<file path="src/rtl/bcm_pkg.sv">
package bcm_pkg;
  localparam int HOST_AW = 5;
  localparam int INT_AW  = 8;
  localparam int DW      = 8;
  localparam int NUM_CH  = 4;
  localparam int PAGE_W  = 4;

  localparam logic [HOST_AW-1:0] GLOBAL_ADDR = 5'h1F;
  localparam logic [DW-1:0]      CMD_EXT_ON  = 8'hCE;
  localparam logic [DW-1:0]      CMD_EXT_OFF = 8'hCD;
  localparam logic [3:0]         SYNC_GRP    = 4'hE;
  localparam logic [PAGE_W-1:0]  EXT_PAGE    = 4'h2;

  typedef enum logic [1:0] {
    CMD_NONE,
    CMD_EXT_SET,
    CMD_EXT_CLR,
    CMD_SYNC
  } cmd_e;
endpackage

</file>
<file path="src/rtl/bcm_addr_map.sv">
module bcm_addr_map #(
  parameter int HOST_AW = 5,
  parameter int INT_AW  = 8,
  parameter int PAGE_W  = 4,
  parameter logic [PAGE_W-1:0] PAGE = 4'h2
) (
  input  logic [HOST_AW-1:0] addr_i,
  input  logic               ext_i,
  input  logic               global_i,
  output logic [INT_AW-1:0]  addr_o
);
  localparam int LOW_W = HOST_AW - 1;

  always_comb begin
    if (global_i || !ext_i) begin
      addr_o = INT_AW'(addr_i);
    end else begin
      // page base plus low bits; top host bit dropped
      addr_o = (INT_AW'(PAGE) << LOW_W) | INT_AW'(addr_i[LOW_W-1:0]);
    end
  end
endmodule

</file>
<file path="src/rtl/bcm_cmd_decode.sv">
module bcm_cmd_decode
  import bcm_pkg::*;
#(
  parameter int DW = 8
) (
  input  logic [DW-1:0] data_i,
  output cmd_e          cmd_o,
  output logic [3:0]    idx_o
);
  always_comb begin
    idx_o = data_i[3:0];
    if (data_i == CMD_EXT_ON)          cmd_o = CMD_EXT_SET;
    else if (data_i == CMD_EXT_OFF)    cmd_o = CMD_EXT_CLR;
    else if (data_i[DW-1:DW-4] == SYNC_GRP) cmd_o = CMD_SYNC;
    else                               cmd_o = CMD_NONE;
  end
endmodule

</file>
<file path="src/rtl/bcm_mode_reg.sv">
module bcm_mode_reg (
  input  logic clk_i,
  input  logic rst_ni,
  input  logic set_i,
  input  logic clr_i,
  output logic mode_o
);
  always_ff @(posedge clk_i or negedge rst_ni) begin
    if (!rst_ni)     mode_o <= 1'b0;
    else if (set_i)  mode_o <= 1'b1;
    else if (clr_i)  mode_o <= 1'b0;
  end
endmodule

</file>
<file path="src/rtl/bcm_chan_sel.sv">
module bcm_chan_sel #(
  parameter int NUM_CH = 4,
  localparam int SEL_W = $clog2(NUM_CH)
) (
  input  logic [SEL_W-1:0]  sel_i,
  input  logic              all_i,
  output logic [NUM_CH-1:0] en_o
);
  for (genvar g = 0; g < NUM_CH; g++) begin : g_ch
    assign en_o[g] = all_i || (sel_i == SEL_W'(g));
  end
endmodule

</file>
<file path="src/rtl/bcast_cmd_mapper.sv">
module bcast_cmd_mapper
  import bcm_pkg::*;
(
  input  logic               clk_i,
  input  logic               rst_ni,
  input  logic               req_valid_i,
  input  logic               req_write_i,
  input  logic [HOST_AW-1:0] req_addr_i,
  input  logic [$clog2(NUM_CH)-1:0] req_chan_i,
  input  logic [DW-1:0]      req_data_i,
  output logic               map_valid_o,
  output logic               map_write_o,
  output logic [INT_AW-1:0]  map_addr_o,
  output logic [DW-1:0]      map_data_o,
  output logic [NUM_CH-1:0]  chan_en_o,
  output logic               global_o,
  output logic               ext_mode_o,
  output logic               sync_stb_o,
  output logic [3:0]         sync_idx_o
);
  logic              gport_wr;
  logic              gcmd;
  cmd_e              cmd;
  logic [3:0]        idx;
  logic [INT_AW-1:0] addr_m;
  logic [NUM_CH-1:0] en_m;

  // port match uses the raw host address, so it holds in either mode
  assign gport_wr = req_write_i && (req_addr_i == GLOBAL_ADDR);
  assign gcmd     = req_valid_i && gport_wr;

  bcm_cmd_decode #(.DW(DW)) u_dec (
    .data_i (req_data_i),
    .cmd_o  (cmd),
    .idx_o  (idx)
  );

  bcm_mode_reg u_mode (
    .clk_i  (clk_i),
    .rst_ni (rst_ni),
    .set_i  (gcmd && (cmd == CMD_EXT_SET)),
    .clr_i  (gcmd && (cmd == CMD_EXT_CLR)),
    .mode_o (ext_mode_o)
  );

  bcm_addr_map #(
    .HOST_AW (HOST_AW),
    .INT_AW  (INT_AW),
    .PAGE_W  (PAGE_W),
    .PAGE    (EXT_PAGE)
  ) u_map (
    .addr_i   (req_addr_i),
    .ext_i    (ext_mode_o),
    .global_i (gport_wr),
    .addr_o   (addr_m)
  );

  bcm_chan_sel #(.NUM_CH(NUM_CH)) u_sel (
    .sel_i (req_chan_i),
    .all_i (gport_wr),
    .en_o  (en_m)
  );

  always_ff @(posedge clk_i or negedge rst_ni) begin
    if (!rst_ni) begin
      map_valid_o <= 1'b0;
      map_write_o <= 1'b0;
      map_addr_o  <= '0;
      map_data_o  <= '0;
      chan_en_o   <= '0;
      global_o    <= 1'b0;
      sync_stb_o  <= 1'b0;
      sync_idx_o  <= '0;
    end else begin
      map_valid_o <= req_valid_i;
      chan_en_o   <= req_valid_i ? en_m : '0;
      global_o    <= gcmd;
      sync_stb_o  <= gcmd && (cmd == CMD_SYNC);
      if (req_valid_i) begin
        map_write_o <= req_write_i;
        map_addr_o  <= addr_m;
        map_data_o  <= req_data_i;
        sync_idx_o  <= idx;
      end
    end
  end
endmodule

</file>
<file path="config.mk">
export PLATFORM = sky130hd
export DESIGN_NAME = bcast_cmd_mapper
export DESIGN_NICKNAME = d
export VERILOG_FILES = /design/src/rtl/bcm_pkg.sv /design/src/rtl/bcm_addr_map.sv /design/src/rtl/bcm_cmd_decode.sv /design/src/rtl/bcm_mode_reg.sv /design/src/rtl/bcm_chan_sel.sv /design/src/rtl/bcast_cmd_mapper.sv
export SDC_FILE = /design/constraint.sdc
export NUM_CORES = 1
export LEC_CHECK = 0
export BUFFER_PORTS_ARGS = -buffer_cell sky130_fd_sc_hd__buf_4
export CELL_PAD_IN_SITES_DETAIL_PLACEMENT = 0
export CELL_PAD_IN_SITES_GLOBAL_PLACEMENT = 1
export CORE_UTILIZATION = 38
export DETAILED_ROUTE_END_ITERATION = 10
export GPL_ROUTABILITY_DRIVEN = 0
export PLACE_DENSITY = 0.79
export RECOVER_POWER = 50
export SYNTH_ARGS = -nofsm -noshare
export SYNTH_HDL_FRONTEND = slang
export SYNTH_HIERARCHICAL = 1
export SYNTH_SLANG_ARGS = --single-unit
</file>
<file path="constraint.sdc">
create_clock -name clk_i -period 1.2 [get_ports clk_i]
set_input_delay 0.12 -clock clk_i [delete_from_list [all_inputs] [get_ports clk_i]]
set_output_delay 0.12 -clock clk_i [all_outputs]
set_load 0.02 [all_outputs]
</file>
Yosys cells after proc, flatten, opt, wreduce, memory -nomap -nowiden
Cells that the tools add are included.
{"block": "totals", "regBits": 29, "latchBits": 0, "ram_bits": 0, "romBits": 0, "output_inout_bits": 29, "wordCells": 39, "mem_count": 0}
{"block": "op_classes", "add_sub_neg": 0, "n_mul": 0, "div_mod_pow": 0, "magnitude_cmp": 0, "eq_ne": 10, "n_shift": 0, "muxes": 7, "bitwise": 0, "reduce_logical": 13}
{"cell": "$eq 8x8->1 const B", "count": 2}
{"cell": "$eq 2x2->1 const B", "count": 4}
{"cell": "$mux 2", "count": 3}
{"cell": "$mux 6", "count": 1}
{"cell": "$eq 5x5->1 const B", "count": 1}
{"cell": "$logic_and 1x1->1", "count": 5}
{"cell": "$logic_or 1x1->1", "count": 5}
{"cell": "$eq 2x1->1 const B", "count": 2}
{"cell": "$eq 4x4->1 const B", "count": 1}
{"cell": "$mux 4", "count": 1}
{"cell": "$logic_not 2->1", "count": 1}
{"cell": "$mux 1", "count": 2}
{"cell": "$reduce_bool 2->1", "count": 1}
{"cell": "$logic_not 1->1", "count": 1}

Logic depth before layout (Yosys ltp)
Gate-level depths: netlist (run 1).
{"block": "depth", "ltp_word": 8, "mapped_depth": 5, "ltp_nobuf": 5}

Cells and area by module
Netlist (run 1), hierarchy kept.
{"mod": "bcast_cmd_mapper", "n_inst": 1, "cells_each": 66, "area_per_inst_um2": 1114.8, "seq_area_each_um2": 700.7}
{"mod": "bcm_addr_map", "n_inst": 1, "cells_each": 9, "area_per_inst_um2": 71.3, "seq_area_each_um2": 0.0}
{"mod": "bcm_cmd_decode", "n_inst": 1, "cells_each": 10, "area_per_inst_um2": 68.8, "seq_area_each_um2": 0.0}
{"mod": "bcm_mode_reg", "n_inst": 1, "cells_each": 3, "area_per_inst_um2": 36.3, "seq_area_each_um2": 25.0}
{"mod": "bcm_chan_sel", "n_inst": 1, "cells_each": 5, "area_per_inst_um2": 35.0, "seq_area_each_um2": 0.0}

Worst setup path after synthesis (run 1)
OpenSTA, ideal clock, no wires.
{"block": "synth_path", "kind": "input-to-reg", "start": "in req_addr_i[3]", "end": "reg map_addr_o[5]", "setup_ns": 0.125, "arrival_time_ns": 0.915, "required_time_ns": 1.075, "path_slack_ns": 0.160, "stages": 4, "path_buffers": 0, "cell_sequence": "nand4_1 -> nor2_1 -> nor2b_4 -> mux2_4"}
{"block": "synth_between", "elab_chain_cells": 4}
{"item": "start, declared", "line": "bcast_cmd_mapper.sv:8", "text": "input logic [HOST_AW-1:0] req_addr_i,"}
{"item": "$eq 5x5->1", "line": "bcast_cmd_mapper.sv:29", "text": "assign gport_wr = req_write_i && (req_addr_i == GLOBAL_ADDR);"}
{"item": "$logic_and 1x1->1", "line": "bcast_cmd_mapper.sv:29"}
{"item": "named net gport_wr", "line": "bcast_cmd_mapper.sv:21", "text": "logic gport_wr;"}
{"item": "$logic_or 1x1->1", "line": "bcm_addr_map.sv:15", "text": "if (global_i || !ext_i) begin"}
{"item": "$mux 6", "line": "bcm_addr_map.sv:15"}
{"item": "named net addr_m[5]", "line": "bcast_cmd_mapper.sv:25", "text": "logic [INT_AW-1:0] addr_m;"}
{"item": "end signal, assigned", "line": "bcast_cmd_mapper.sv:81", "text": "map_addr_o <= addr_m;"}
{"item": "end, declared", "line": "bcast_cmd_mapper.sv:13", "text": "output logic [INT_AW-1:0] map_addr_o,"}
The timed path passes the listed nets, and every way through them passes these cells.
A chain may end at the register's enable or synchronous reset.

Worst setup path in the final report (run 1)
{"block": "layout_path", "start": "in req_valid_i", "end": "reg sync_idx_o[3]"}
{"item": "start, declared", "line": "bcast_cmd_mapper.sv:6", "text": "input logic req_valid_i,"}
{"item": "end signal, assigned", "line": "bcast_cmd_mapper.sv:83", "text": "sync_idx_o <= idx;"}
{"item": "end, declared", "line": "bcast_cmd_mapper.sv:19", "text": "output logic [3:0] sync_idx_o"}
No word-level cell between the ends.

==> impl_metrics.ini, run 1 <==
[grt]
track_usage = 0.142
grt_first_pass_wirelength_um = 3750
grt_overflow = 0
grt_pass1_vias = 830
grt_max_degree = 30
antenna_found_initial = 0

[timing]
skew_ps = 0.0334
hold_viol = 0
worst_slew_pin_slew_ps = 696
finalMaxSlewViolations = 0
maxSlewHeadroom = 0.536
setup_viol = 0
rsz0062_at_grt = no
layout_setup_ws_ps = 161
tns_ps = 0
whs_ps = 37.3
post-route-min-period_ps = 1040
max_freq_mhz = 962
period_share = 0.866

[power]
vdd_drop_max_mv = 0.793
power.internal_uw = 1930
power_switching_uw = 600
power_uw = 2530
seqPwrFrac = 0.433
p_sw_frac = 0.237
combPwrFrac = 0.176
clkPwrFrac = 0.391
p_per_area_nw_per_um2 = 1460
p_leak_uw = 0.000861

[cells_and_area]
drive_above_1_share = 0.543
final_area_um2 = 1730
area_growth_syn_to_layout_pct = 30.6
fin_nets = 158
final_common_cell = buf_4
final_cell_mix = 45 x buf_4, 29 x dfrtp_1, 11 x mux2_4
diodes = 0

[die]
core_um2 = 3340
die_area_um2 = 3730
rows = 21
die_y_um = 61.1
initial_core_util = 0.397
io_pins = 48
fp.dieW_um = 61.1

[synthesis]
synth_seq_area_share = 0.547
async_flop_share = 1.00
yosysUniqueCellTypes = 24
yosysTopAreaCellShare = 0.547
synth_area_leaders = dfrtp_1 55%, mux2_4 18%, buf_4 5.7%, mux2_2 4.2%, and2_1 1.9%
synth_edf_count = 0
ys_seq_elements = 29
syn_area_um2 = 1330
synth_top_flop_cell = dfrtp_1
yosysWarnings = 6
yosysTopAreaCell = dfrtp_1
avgSynthCellArea_um2 = 14.3
netlist_instances = 93

[setup_path]
cp.required_ps = 1410
cp_num_buf_inv = 2
endpoint_kind = register
start_kind = input pin
crit_path_max_fanout = 26
crit_family = buffers and inverters
path_cells = clkbuf_1, clkbuf_2, mux2_2
arrival_ps = 1250
crit_slowest_cell = clkbuf_2
crit_type = in -> reg
slowest_delay_ps = 580

[cts]
clockBufferDepth = 2
ctsResizeCount = 0
clkLatencyLatePin_ps = 320
cts_tree = yes
cts_root_buffer = clkbuf_4
cts.sinks = 29
clk_pin_slew_ps = 90
cts_inserted_buffers = 5
cts_max_level = 2

[placement]
place_ws_ps = 25.5
dpl_cell_area_um2 = 1660
place_hpwl_um = 1740
portBuffers = 47

[route]
drt_iter0_drc = 13
vias_per_cell = 4.46
top_layer_used = met3
wl_um = 2400
met3_length_um = 163
drt_first_pass_iters = 3
wire_per_inst_um = 12.9
final_antenna_net_count = 0
drt-met1-wl_um = 989
wl_met2_um = 1250
vias = 829
drc = 0

[run_status]
status = finished, final reports clean

[min_path]
hp-class = in -> reg

[flow_run]
drv_cap = 0
path summary, 6_finish.rpt:
kind                            cells after the start           from            end  slack, ps
worst max register to register                      3  u_mode/mode_o  map_addr_o[4]        260
min in group asynchronous                           2         rst_ni  sync_idx_o[1]        370
worst max-delay path                                3    req_valid_i  sync_idx_o[3]        160
worst min register to register                      1  map_addr_o[6]  map_addr_o[6]        500
max in group asynchronous                           2         rst_ni   chan_en_o[2]        380
worst min-delay path                                2  req_data_i[4]  map_data_o[4]         40
through the flow:
step                      std cells  utilization
after detailed placement        177        0.498
final                           186        0.519
after floorplan                  94            -
after global placement          177        0.498
after CTS                       186        0.532
after global routing            186        0.519
metal layers:
layer | vias to the layer above | GRT usage
met5 | - | 0
met4 | 0 | 0.0390
met3 | 0 | 0.0630
met2 | 29 | 0.233
met1 | 404 | 0.169
li1 | 396 | -
cells in the mapped netlist (all sizes together) (2+ instances only):
cell / instances
dfrtp: 29
and2: 4
buf: 13
a21oi: 2
o21bai: 2
nor2b: 2
a21o: 3
mux2: 21
nor2: 2
inv: 4
nand2: 2
nand4b: 2
timing repair:
item | 4_1_cts | 5_1_grt
hold endpoints to repair | 29 | 0
hold buffers | 1 | 0
buffers inserted | 0 | 0
final cells by class:
class                           instances  area, um2
Timing Repair Buffer                   51        373
Multi-Input combinational cell         48        458
Inverter                                4       15.0
Tap cell                               46       57.6
Clock inverter                          3       65.1
Fill cell                             324       1610
Sequential cell                        29        726
Clock buffer                            5       37.5
power by group through the flow:
stage | Combinational, uW | Clock, uW | Sequential, uW
after floorplan | 179 | 0 | 1210
after global placement | 465 | 0 | 1110
after detailed placement | 472 | 0 | 1110
after CTS | 476 | 1010 | 1100
after global routing | 480 | 1070 | 1110
final | 445 | 987 | 1090
sequential cells by signal (all words and copies together) (netlist names):
register / cells
u_mode/mode_o: 1
map_addr_o: 8
chan_en_o: 4
sync_stb_o: 1
map_valid_o: 1
sync_idx_o: 4
map_write_o: 1
map_data_o: 8
global_o: 1
cell families after synthesis:
group / count (synthesis) / synth area share
flops: 29 / 0.547
mux: 21 / 0.224
simple gates: 18 / 0.0934
other cells: 1 / 0.00283
buf+inv: 17 / 0.0962
compound gates: 7 / 0.0368
worst reg2reg max path, stage by stage, from the launching register on:
cell and delay, ps:
dfrtp_1 370, nor2b_4 160, nor2b_2 50, mux2_4 250
(Power assumes the default switching activity.)
==> run 2, diff against run 1 <==
ABC_AREA = 1   (was not set)
CORE_UTILIZATION = 37   (was 38)
==> impl_metrics.ini, run 2 <==
[route]
drt-met1-wl_um = 1080
drt_first_pass_iters = 4
vias = 923
wire_per_inst_um = 11.6
drt_iter0_drc = 39
vias_per_cell = 4.27
wl_um = 2510
met3_length_um = 199
drc = 0
wl_met2_um = 1200
top_layer_used = met4
final_antenna_net_count = 0

[power]
p_leak_uw = 0.000960
clkPwrFrac = 0.326
vdd_drop_max_mv = 0.456
power.internal_uw = 1690
p_per_area_nw_per_um2 = 1300
power_switching_uw = 616
p_sw_frac = 0.268
seqPwrFrac = 0.477
combPwrFrac = 0.197

[timing]
finalMaxSlewViolations = 0
maxSlewHeadroom = 0.525
setup_viol = 0
max_freq_mhz = 944
hold_viol = 0
rsz0062_at_grt = no
worst_slew_pin_slew_ps = 712
skew_ps = 4.43
post-route-min-period_ps = 1060
tns_ps = 0
period_share = 0.882

[run_status]
status = finished, final reports clean

[die]
core_um2 = 3470
io_pins = 48
rows = 21
initial_core_util = 0.398
die_area_um2 = 3980
die_y_um = 63.1
fp.dieW_um = 63.1

[setup_path]
arrival_ps = 1220
start_kind = input pin
cp.required_ps = 1360
slowest_delay_ps = 550
endpoint_kind = register
crit_path_max_fanout = 12
path_cells = buf_4, clkbuf_1, mux2_2
crit_family = buffers and inverters
crit_slowest_cell = clkbuf_1
cp_num_buf_inv = 2
crit_type = in -> reg

[cells_and_area]
register_area_um2 = 726
diodes = 0
nFillCells = 341
reg.largest.list = map_addr_o: 8 flops, map_data_o: 8 flops
final_util = 0.509
area_growth_syn_to_layout_pct = 27.7
multiInputGateArea_um2 = 455
final_cell_mix = 45 x buf_4, 29 x dfrtp_1, 26 x nand2_1
fin_nets = 188
drive_above_1_share = 0.441
final_common_cell = buf_4

[synthesis]
avgSynthCellArea_um2 = 11.2
synth_edf_count = 0
yosysWarnings = 6
ys_seq_elements = 29
yosysUniqueCellTypes = 18
synth_top_flop_cell = dfrtp_1
netlist_instances = 123
syn_area_um2 = 1380
yosysTopAreaCell = dfrtp_1
yosys-top-cells-count = 29 x dfrtp_1, 26 x nand2_1, 19 x inv_1
async_flop_share = 1.00
synth_most_common_cell = dfrtp_1
yosysTopAreaCellShare = 0.525
synth_area_leaders = dfrtp_1 53%, mux2_4 16%, nand2_1 7.1%, buf_4 5.4%, inv_1 5.2%
synth_seq_area_share = 0.525

[cts]
clockBufferDepth = 2
clkLatencyLatePin_ps = 280
cts_max_level = 2
cts_root_buffer = clkbuf_8
cts.sinks = 29
clk_pin_slew_ps = 60
cts_tree = yes
ctsResizeCount = 0
cts_inserted_buffers = 5

[placement]
place_hpwl_um = 1850
portBuffers = 47

[flow_run]
drv_cap = 0

[grt]
grt_pass1_vias = 948
grt_overflow = 0
track_usage = 0.154
antenna_found_initial = 0
grt_max_degree = 30
grt_first_pass_wirelength_um = 4520

[min_path]
hp-class = in -> reg
run 2: power by group through the flow:
stage | Clock (uW) | Sequential, uW | Combinational [uW]
floorplan | 0 | 1210 | 187
global placement | 0 | 1110 | 470
detailed placement | 0 | 1120 | 477
CTS | 779 | 1100 | 481
global route | 850 | 1110 | 487
finish | 751 | 1100 | 453
run 2: area by class of cell:
| type | count | share of cell area |
|---|---|---|
| repair buffers | 51 | 0.211 |
| clock inverters | 2 | 0.00567 |
| well taps | 46 | 0.0326 |
| flip-flops and latches | 29 | 0.411 |
| clock buffers | 6 | 0.0411 |
| inverters | 19 | 0.0404 |
| multi-input cells | 63 | 0.258 |
run 2: logic make-up after synthesis:
group,count (synthesis),synth area share
buffers and inverters,32,0.139
other,1,0.00271
AND/OR/NAND/NOR,38,0.111
AO/OA/AOI/OAI,2,0.00996
flip-flops,29,0.525
multiplexers,21,0.212
run 2: per-layer routing:
layer  global-route usage  vias to the layer above
met2                0.238                       35
li1                     -                      458
met5                    0                        -
met4               0.0698                        0
met1                0.178                      426
met3               0.0761                        4
run 2: stage by stage:
| stage | instances | area [um2] | power (uW) | hold slack, ps | setup WS (ps) |
|---|---|---|---|---|---|
| floorplan | 124 | 1390 | 1390 | -176 | 243 |
| global placement | 207 | 1710 | 1580 | 55.7 | 82.9 |
| detailed placement | 207 | 1710 | 1590 | 69.6 | 46.3 |
| CTS | 216 | 1800 | 2360 | 72.7 | 185 |
| global route | 216 | 1760 | 2450 | 67.8 | 95.7 |
| finish | 216 | 1760 | 2300 | 78.6 | 141 |
run 2: repair_timing:
action	CTS	global route
buffers inserted	0	0
endpoints found under the hold margin	29	0
hold buffers	1	0
run 2: final timing paths:
check,startpoint,to,slack [ps],cells after the start
hold reg to reg,sync_idx_o[1],sync_idx_o[1],490,1
hold / removal,req_write_i,map_write_o,80,2
setup / recovery,req_valid_i,map_data_o[7],140,3
max in group asynchronous,rst_ni,global_o,320,2
setup reg to reg,u_mode/mode_o,map_addr_o[5],310,3
min in group asynchronous,rst_ni,chan_en_o[0],420,2
run 2: worst register-to-register path, delay by kind of cell (launching register included):
family	cells	cell delay (ps)
buffers and inverters	1	70
flip-flops	1	420
multiplexers	1	250
AND/OR/NAND/NOR	1	40
